## src/rtl/gpx_pkg.sv

```systemverilog
package gpx_pkg;
    localparam int DATA_W      = 8;
    localparam int NUM_PORTS   = 2;
    localparam int REG_CNT     = 11;
    localparam int SEP_STRIDE  = 16;
    localparam int CFG_MAP_BIT = 7;
    localparam int CFG_HLD_BIT = 5;
    localparam int PIN_W       = DATA_W * NUM_PORTS;

    typedef enum logic [3:0] {
        IDX_DIR  = 4'd0,
        IDX_POL  = 4'd1,
        IDX_IEN  = 4'd2,
        IDX_DFLT = 4'd3,
        IDX_ICTL = 4'd4,
        IDX_CFG  = 4'd5,
        IDX_PULL = 4'd6,
        IDX_FLAG = 4'd7,
        IDX_CAP  = 4'd8,
        IDX_PORT = 4'd9,
        IDX_LAT  = 4'd10
    } reg_idx_e;

    typedef struct packed {
        logic [DATA_W-1:0] dir;
        logic [DATA_W-1:0] pol;
        logic [DATA_W-1:0] ien;
        logic [DATA_W-1:0] dflt;
        logic [DATA_W-1:0] ictl;
        logic [DATA_W-1:0] pull;
        logic [DATA_W-1:0] lat;
    } port_regs_t;
endpackage

```

## src/rtl/gpx_map.sv

```systemverilog
module gpx_map
    import gpx_pkg::*;
#(
    parameter int ADDR_W = 8
) (
    input  logic [ADDR_W-1:0] addr,
    input  logic              sep_mode,
    output logic              hit,
    output logic              port_b,
    output reg_idx_e          idx,
    output logic [ADDR_W-1:0] last_addr
);
    localparam int ILV_SPAN = 2 * REG_CNT;
    localparam int SEP_LAST = SEP_STRIDE + REG_CNT - 1;
    localparam int ILV_LAST = ILV_SPAN - 1;

    always_comb begin
        hit    = 1'b0;
        port_b = 1'b0;
        idx    = IDX_DIR;
        if (sep_mode) begin
            last_addr = ADDR_W'(SEP_LAST);
            if ((int'(addr) < 2 * SEP_STRIDE) &&
                (int'(addr % ADDR_W'(SEP_STRIDE)) < REG_CNT)) begin
                hit    = 1'b1;
                port_b = addr[4];
                idx    = reg_idx_e'(addr[3:0]);
            end
        end else begin
            last_addr = ADDR_W'(ILV_LAST);
            if (int'(addr) < ILV_SPAN) begin
                hit    = 1'b1;
                port_b = addr[0];
                idx    = reg_idx_e'(addr[4:1]);
            end
        end
    end
endmodule

```

## src/rtl/gpx_pointer.sv

```systemverilog
module gpx_pointer #(
    parameter int ADDR_W = 8
) (
    input  logic              clk,
    input  logic              rst_n,
    input  logic              load,
    input  logic [ADDR_W-1:0] load_addr,
    input  logic              step,
    input  logic              hold,
    input  logic [ADDR_W-1:0] last_addr,
    output logic [ADDR_W-1:0] ptr
);
    logic [ADDR_W-1:0] ptr_d, ptr_q;

    always_comb begin
        ptr_d = ptr_q;
        if (load) begin
            ptr_d = load_addr;
        end else if (step && !hold) begin
            ptr_d = (ptr_q == last_addr) ? '0 : ptr_q + 1'b1;
        end
    end

    always_ff @(posedge clk) begin
        if (!rst_n) ptr_q <= '0;
        else        ptr_q <= ptr_d;
    end

    assign ptr = ptr_q;

    p_ptr_hold_r5: assert property (@(posedge clk) disable iff (!rst_n)
        (!load && step && hold) |=> (ptr_q == $past(ptr_q)));

    p_ptr_wrap_r6: assert property (@(posedge clk) disable iff (!rst_n)
        (!load && step && !hold && ptr_q == last_addr) |=> (ptr_q == '0));

    p_ptr_load_r11: assert property (@(posedge clk) disable iff (!rst_n)
        load |=> (ptr_q == $past(load_addr)));
endmodule

```

## src/rtl/gpx_bank.sv

```systemverilog
module gpx_bank
    import gpx_pkg::*;
(
    input  logic              clk,
    input  logic              rst_n,
    input  logic              wr_en,
    input  reg_idx_e          idx,
    input  logic [DATA_W-1:0] wdata,
    output port_regs_t        regs
);
    port_regs_t regs_d, regs_q;

    always_comb begin
        regs_d = regs_q;
        if (wr_en) begin
            unique case (idx)
                IDX_DIR:  regs_d.dir  = wdata;
                IDX_POL:  regs_d.pol  = wdata;
                IDX_IEN:  regs_d.ien  = wdata;
                IDX_DFLT: regs_d.dflt = wdata;
                IDX_ICTL: regs_d.ictl = wdata;
                IDX_PULL: regs_d.pull = wdata;
                IDX_PORT,
                IDX_LAT:  regs_d.lat  = wdata;
                default:  regs_d = regs_q;
            endcase
        end
    end

    always_ff @(posedge clk) begin
        if (!rst_n) begin
            regs_q     <= '0;
            regs_q.dir <= '1;
        end else begin
            regs_q <= regs_d;
        end
    end

    assign regs = regs_q;

    p_port_wr_latch_r9: assert property (@(posedge clk) disable iff (!rst_n)
        (wr_en && idx == IDX_PORT) |=> (regs_q.lat == $past(wdata)));

    p_ro_ignored_r10: assert property (@(posedge clk) disable iff (!rst_n)
        (wr_en && (idx == IDX_FLAG || idx == IDX_CAP)) |=> (regs_q == $past(regs_q)));
endmodule

```

## src/rtl/gpx_regfile.sv

```systemverilog
module gpx_regfile
    import gpx_pkg::*;
#(
    parameter int ADDR_W = 8
) (
    input  logic              clk,
    input  logic              rst_n,
    input  logic              acc_ld,
    input  logic [ADDR_W-1:0] acc_addr,
    input  logic              acc_wr,
    input  logic              acc_rd,
    input  logic [DATA_W-1:0] acc_wdata,
    output logic [DATA_W-1:0] acc_rdata,
    input  logic [PIN_W-1:0]  pad_in,
    output logic [PIN_W-1:0]  pad_oe,
    output logic [PIN_W-1:0]  pad_out,
    output logic [PIN_W-1:0]  pull_en,
    input  logic [PIN_W-1:0]  int_flag,
    input  logic [PIN_W-1:0]  int_cap,
    output logic [DATA_W-1:0] cfg
);
    typedef struct packed {
        logic [DATA_W-1:0] cfg;
    } top_state_t;

    top_state_t st_d, st_q;

    logic              sep_mode;
    logic              hold_ptr;
    logic [ADDR_W-1:0] ptr;
    logic [ADDR_W-1:0] last_addr;
    logic              hit;
    logic              port_b;
    reg_idx_e          idx;
    logic              wr_hit;
    port_regs_t        bank_regs [NUM_PORTS];

    assign sep_mode = st_q.cfg[CFG_MAP_BIT];
    assign hold_ptr = st_q.cfg[CFG_HLD_BIT];
    assign wr_hit   = acc_wr && !acc_ld && hit;

    gpx_map #(.ADDR_W(ADDR_W)) u_map (
        .addr      (ptr),
        .sep_mode  (sep_mode),
        .hit       (hit),
        .port_b    (port_b),
        .idx       (idx),
        .last_addr (last_addr)
    );

    gpx_pointer #(.ADDR_W(ADDR_W)) u_ptr (
        .clk       (clk),
        .rst_n     (rst_n),
        .load      (acc_ld),
        .load_addr (acc_addr),
        .step      (acc_wr || acc_rd),
        .hold      (hold_ptr),
        .last_addr (last_addr),
        .ptr       (ptr)
    );

    for (genvar p = 0; p < NUM_PORTS; p++) begin : g_bank
        gpx_bank u_bank (
            .clk   (clk),
            .rst_n (rst_n),
            .wr_en (wr_hit && (port_b == (p != 0))),
            .idx   (idx),
            .wdata (acc_wdata),
            .regs  (bank_regs[p])
        );
        assign pad_oe [p*DATA_W +: DATA_W] = ~bank_regs[p].dir;
        assign pad_out[p*DATA_W +: DATA_W] = bank_regs[p].lat;
        assign pull_en[p*DATA_W +: DATA_W] = bank_regs[p].pull;
    end

    always_comb begin
        st_d = st_q;
        if (wr_hit && idx == IDX_CFG) st_d.cfg = acc_wdata;
    end

    always_ff @(posedge clk) begin
        if (!rst_n) st_q <= '0;
        else        st_q <= st_d;
    end

    assign cfg = st_q.cfg;

    always_comb begin
        port_regs_t        r;
        logic [DATA_W-1:0] pin_b;
        logic [DATA_W-1:0] flg_b;
        logic [DATA_W-1:0] cap_b;
        r     = port_b ? bank_regs[1] : bank_regs[0];
        pin_b = port_b ? pad_in  [DATA_W +: DATA_W] : pad_in  [0 +: DATA_W];
        flg_b = port_b ? int_flag[DATA_W +: DATA_W] : int_flag[0 +: DATA_W];
        cap_b = port_b ? int_cap [DATA_W +: DATA_W] : int_cap [0 +: DATA_W];
        acc_rdata = '0;
        if (hit) begin
            unique case (idx)
                IDX_DIR:  acc_rdata = r.dir;
                IDX_POL:  acc_rdata = r.pol;
                IDX_IEN:  acc_rdata = r.ien;
                IDX_DFLT: acc_rdata = r.dflt;
                IDX_ICTL: acc_rdata = r.ictl;
                IDX_CFG:  acc_rdata = st_q.cfg;
                IDX_PULL: acc_rdata = r.pull;
                IDX_FLAG: acc_rdata = flg_b;
                IDX_CAP:  acc_rdata = cap_b;
                IDX_PORT: acc_rdata = pin_b ^ r.pol;
                IDX_LAT:  acc_rdata = r.lat;
                default:  acc_rdata = '0;
            endcase
        end
    end

    p_cfg_shared_r4: assert property (@(posedge clk) disable iff (!rst_n)
        (wr_hit && idx == IDX_CFG) |=> (cfg == $past(acc_wdata)));

    p_unmapped_zero_r10: assert property (@(posedge clk) disable iff (!rst_n)
        !hit |-> (acc_rdata == '0));
endmodule

```

## config.mk

```make
export PLATFORM = sky130hd
export DESIGN_NAME = gpx_regfile
export DESIGN_NICKNAME = d
export VERILOG_FILES = /design/src/rtl/gpx_pkg.sv /design/src/rtl/gpx_map.sv /design/src/rtl/gpx_pointer.sv /design/src/rtl/gpx_bank.sv /design/src/rtl/gpx_regfile.sv
export SDC_FILE = /design/constraint.sdc
export NUM_CORES = 1
export LEC_CHECK = 0
export BUFFER_PORTS_ARGS = -buffer_cell sky130_fd_sc_hd__buf_2
export CAP_MARGIN = 25
export CORE_MARGIN = 2
export CORE_UTILIZATION = 61
export DETAILED_ROUTE_END_ITERATION = 8
export PLACE_DENSITY_LB_ADDON = 0.08
export RECOVER_POWER = 25
export SLEW_MARGIN = 20
export SYNTH_ARGS = -nofsm -noshare
export SYNTH_HDL_FRONTEND = slang
export SYNTH_HIERARCHICAL = 1
export SYNTH_SLANG_ARGS = --single-unit
```

## constraint.sdc

```tcl
create_clock -name clk -period 5.13 [get_ports clk]
set_clock_uncertainty 0.2 [all_clocks]
set_input_delay 0.513 -clock clk [delete_from_list [all_inputs] [get_ports clk]]
set_output_delay 0.513 -clock clk [all_outputs]
set_load 0.02 [all_outputs]
```

==> results.yml <==
power:
  p_int_w: 0.001894
  switching_share: 0.2689
  ir_drop_v: 0.0003974
  p_leak_nw: 3.283
  pwr-share-seq: 0.396
  p_clk_frac: 0.461
  p_comb_frac: 0.143
  netSwitchingPower_w: 0.0006967
  p_per_area_nw_per_um2: 312.5
synthesis:
  synth_seq_cells: 128
  syn_inst: 791
  synthSimpleGateAreaFrac: 0.1944
  syn_avg_cell_area_um2: 9.008
  yosysSeqAreaShare: 0.3596
  async_reset_ff_frac: 0
  synth-edff-count: 0
  ys_types: 50
  synth_top_area_share: 0.3596
  synth_xor_area_frac: 0.02950
  synth_mux_area_frac: 0.2769
  synth_adder_area_share: 0.001756
  yosysWarnings: 6
  synth_compound_area_frac: 0.08130
  synth_top_family_by_area: "multiplexers"
  netlist_area_um2: 7126
  synth_ff_type: "dfxtp_1"
  yosysTopAreaCell: "dfxtp_1"
  synth_area_leaders: "dfxtp_1 36%, mux2i_1 28%, nand2_1 7.3%"
detailed_routing:
  drtPass1Iterations: 7
  routedWlPerCell_um: 20.19
  drt-total-wl_mm: 21.16
  dr_total_vias: 6414
  drc: 0
  viasPerCell: 6.120
  dr.first_iter.drc_count: 577
  ant_nets: 0
die:
  die_w_um: 112.1
  die_area_um2: 12560
  fp.dieH_um: 112.1
  core_um2: 11420
  start_util: 0.6240
  rows: 39
  io_pins: 133
timing:
  final.setup.tns_ns: 0
  hold_viol: 0
  tightestPinTransition_ns: 1.005
  whs_ns: 0.1870
  fin_crit_sh: 0.8973
  fin_crit_ns: 4.603
  fmax_mhz: 217.2
  rsz0062_at_grt: "no"
  slew_viol_final: 0
  relSlewSlack: 0.3300
  setup_viol: 0
cells_and_area:
  multiInputGateArea_um2: 4189
  areaGrowthSynthToFinish_pct: 16.33
  num-fill-cells: 902
  final_cell_mix: "196 x mux2i_1, 139 x nand2_1, 128 x dfxtp_1"
  diodes: 0
  finalNetCount: 963
  ff_latch_area_um2: 2562
  layout-drive-gt1-share: 0.1635
  layout_commonest_cell: "mux2i_1"
global_routing:
  grt_overflow: 0
  grt_util_met1: 0.4081
  antenna_found_initial: 0
  busiest_layer: "met2"
  use_met3: 0.07289
  use_met2: 0.5474
  grt_pass1_vias: 6147
  grt_max_degree: 109
  grt_pass1_wl_mm: 32.24
  grtUsageTotal: 0.3288
outcome:
  status: "finished clean"
setup_path:
  r2r_slack_ns: 1.16
  path_max_fanout: 15
  r2r_end: "g_bank[1].u_bank/regs[40]"
  cp.required_ns: 4.42
  critical_path_class: "flop to primary output"
  r2r_start: "u_ptr/ptr[7]"
  r2r_cells: 7
  endpoint: "acc_rdata[4]"
  arrival_ns: 3.89
  cp-startpoint: "u_ptr/ptr[2]"
  worstSetupEndpointType: "primary output"
  cp-start-kind: "flop"
clocking:
  cts.clk_slew.worst_paths_ns: 0.05
  cts_resized: 0
  cts.sinks: 128
  cts-buffers-inserted: 17
  cts_buffer_depth: 2
  cts_tree: "built"
  cts_root_buffer: "clkbuf_16"
  cts_max_level: 4
  cts_hold_buf: 0
  clk_latency_ns: 0.42
  post_cts_buffers: 0
run:
  cap_violations: 0
placement:
  numPortBuffers: 132
  gp_congestion: 0.9253
  dp_hpwl_mm: 14.64
worst_hold_path:
  hp-class: "input port to flop"
==> cell type report <==
class,instances,area share
Multi-Input combinational cell,583,0.5054
Sequential cell,128,0.3091
Timing Repair Buffer,144,0.08513
Clock buffer,22,0.05721
Tap cell,143,0.02158
Clock inverter,9,0.01298
Inverter,19,0.008604
==> power by group through the flow <==
stage	clock [W]	sequential, W	combinational (W)
2_1_floorplan	0	0.00104	0.000253
3_3_place_gp	0	0.00104	0.000352
3_5_place_dp	0	0.00105	0.000360
4_1_cts	0.00120	0.00102	0.000363
5_1_grt	0.00123	0.00103	0.000391
6_report	0.00119	0.00103	0.000372
==> critical path, stage by stage, from the launching register on <==
cell and delay (ns):
dfxtp_1 0.59, or3b_1 0.42, a21o_1 0.18, a21oi_2 0.51
buf_4 0.30, or4b_1 0.64, o22ai_1 0.24, nor3_1 0.06
a31oi_1 0.29, buf_2 0.23
==> worst min path at each step <==
stage                               from                        end  slack (ns)  depth (start not counted)
2_1_floorplan  g_bank[0].u_bank/regs[16]  g_bank[0].u_bank/regs[16]        0.23                          2
5_1_grt                      acc_addr[0]               u_ptr/ptr[0]        0.22                          3
4_1_cts                      acc_addr[0]               u_ptr/ptr[0]        0.19                          3
6_report                     acc_addr[0]               u_ptr/ptr[0]        0.19                          3
3_5_place_dp   g_bank[1].u_bank/regs[34]  g_bank[1].u_bank/regs[34]        0.25                          2
3_3_place_gp   g_bank[0].u_bank/regs[22]  g_bank[0].u_bank/regs[22]        0.24                          2
==> cell usage after synthesis (all sizes together), types with 2 or more instances <==
cell type,number
nand4,2
conb,2
o22ai,31
and3b,2
mux2i,196
nand3b,4
nor3b,8
or4b,4
a21oi,13
buf,41
o211ai,8
xor2,7
a211oi,7
nand3,7
inv,19
o2bb2ai,2
dfxtp,128
a21o,2
and2,5
nor2,18
nor3,16
nand4bb,3
a31oi,9
nand2,141
nand2b,2
o21ai,9
a31o,5
or3b,2
nand4b,2
clkbuf,22
nor2b,43
xnor2,17
and4bb,5
==> per-stage QoR <==
stage | std cells | utilization | worst slack [ns] | cell area, um^2 | power, W
floorplan | 793 | - | 1.261 | 7133 | 0.001294
global placement | 1015 | 0.6786 | 1.269 | 7749 | 0.001397
detailed placement | 1015 | 0.6786 | 1.187 | 7749 | 0.001406
CTS | 1046 | 0.7296 | 0.6655 | 8330 | 0.002585
global route | 1048 | 0.7259 | 0.3868 | 8289 | 0.002653
finish | 1048 | 0.7259 | 0.5266 | 8289 | 0.002591
==> cell families after synthesis <==
| family | Yosys count |
|---|---|
| multiplexers | 197 |
| AO/OA/AOI/OAI | 89 |
| buffers and inverters | 82 |
| adder cells (fa/ha/maj) | 1 |
| AND/OR/NAND/NOR | 268 |
| XOR/XNOR | 24 |
| flip-flops | 128 |
| other | 2 |
==> routing by layer <==
metal	vias to the layer above	share of wire
met1	3065	0.40
li1	2963	-
met3	64	0.085
met5	-	0
met2	322	0.48
met4	0	0.039
==> flip-flops by register name (all words and copies together), names as in the netlist <==
signal	flops
g_bank.u_bank/regs	112
cfg	8
u_ptr/ptr	8
Note: power is estimated with default switching activity, not from simulation.
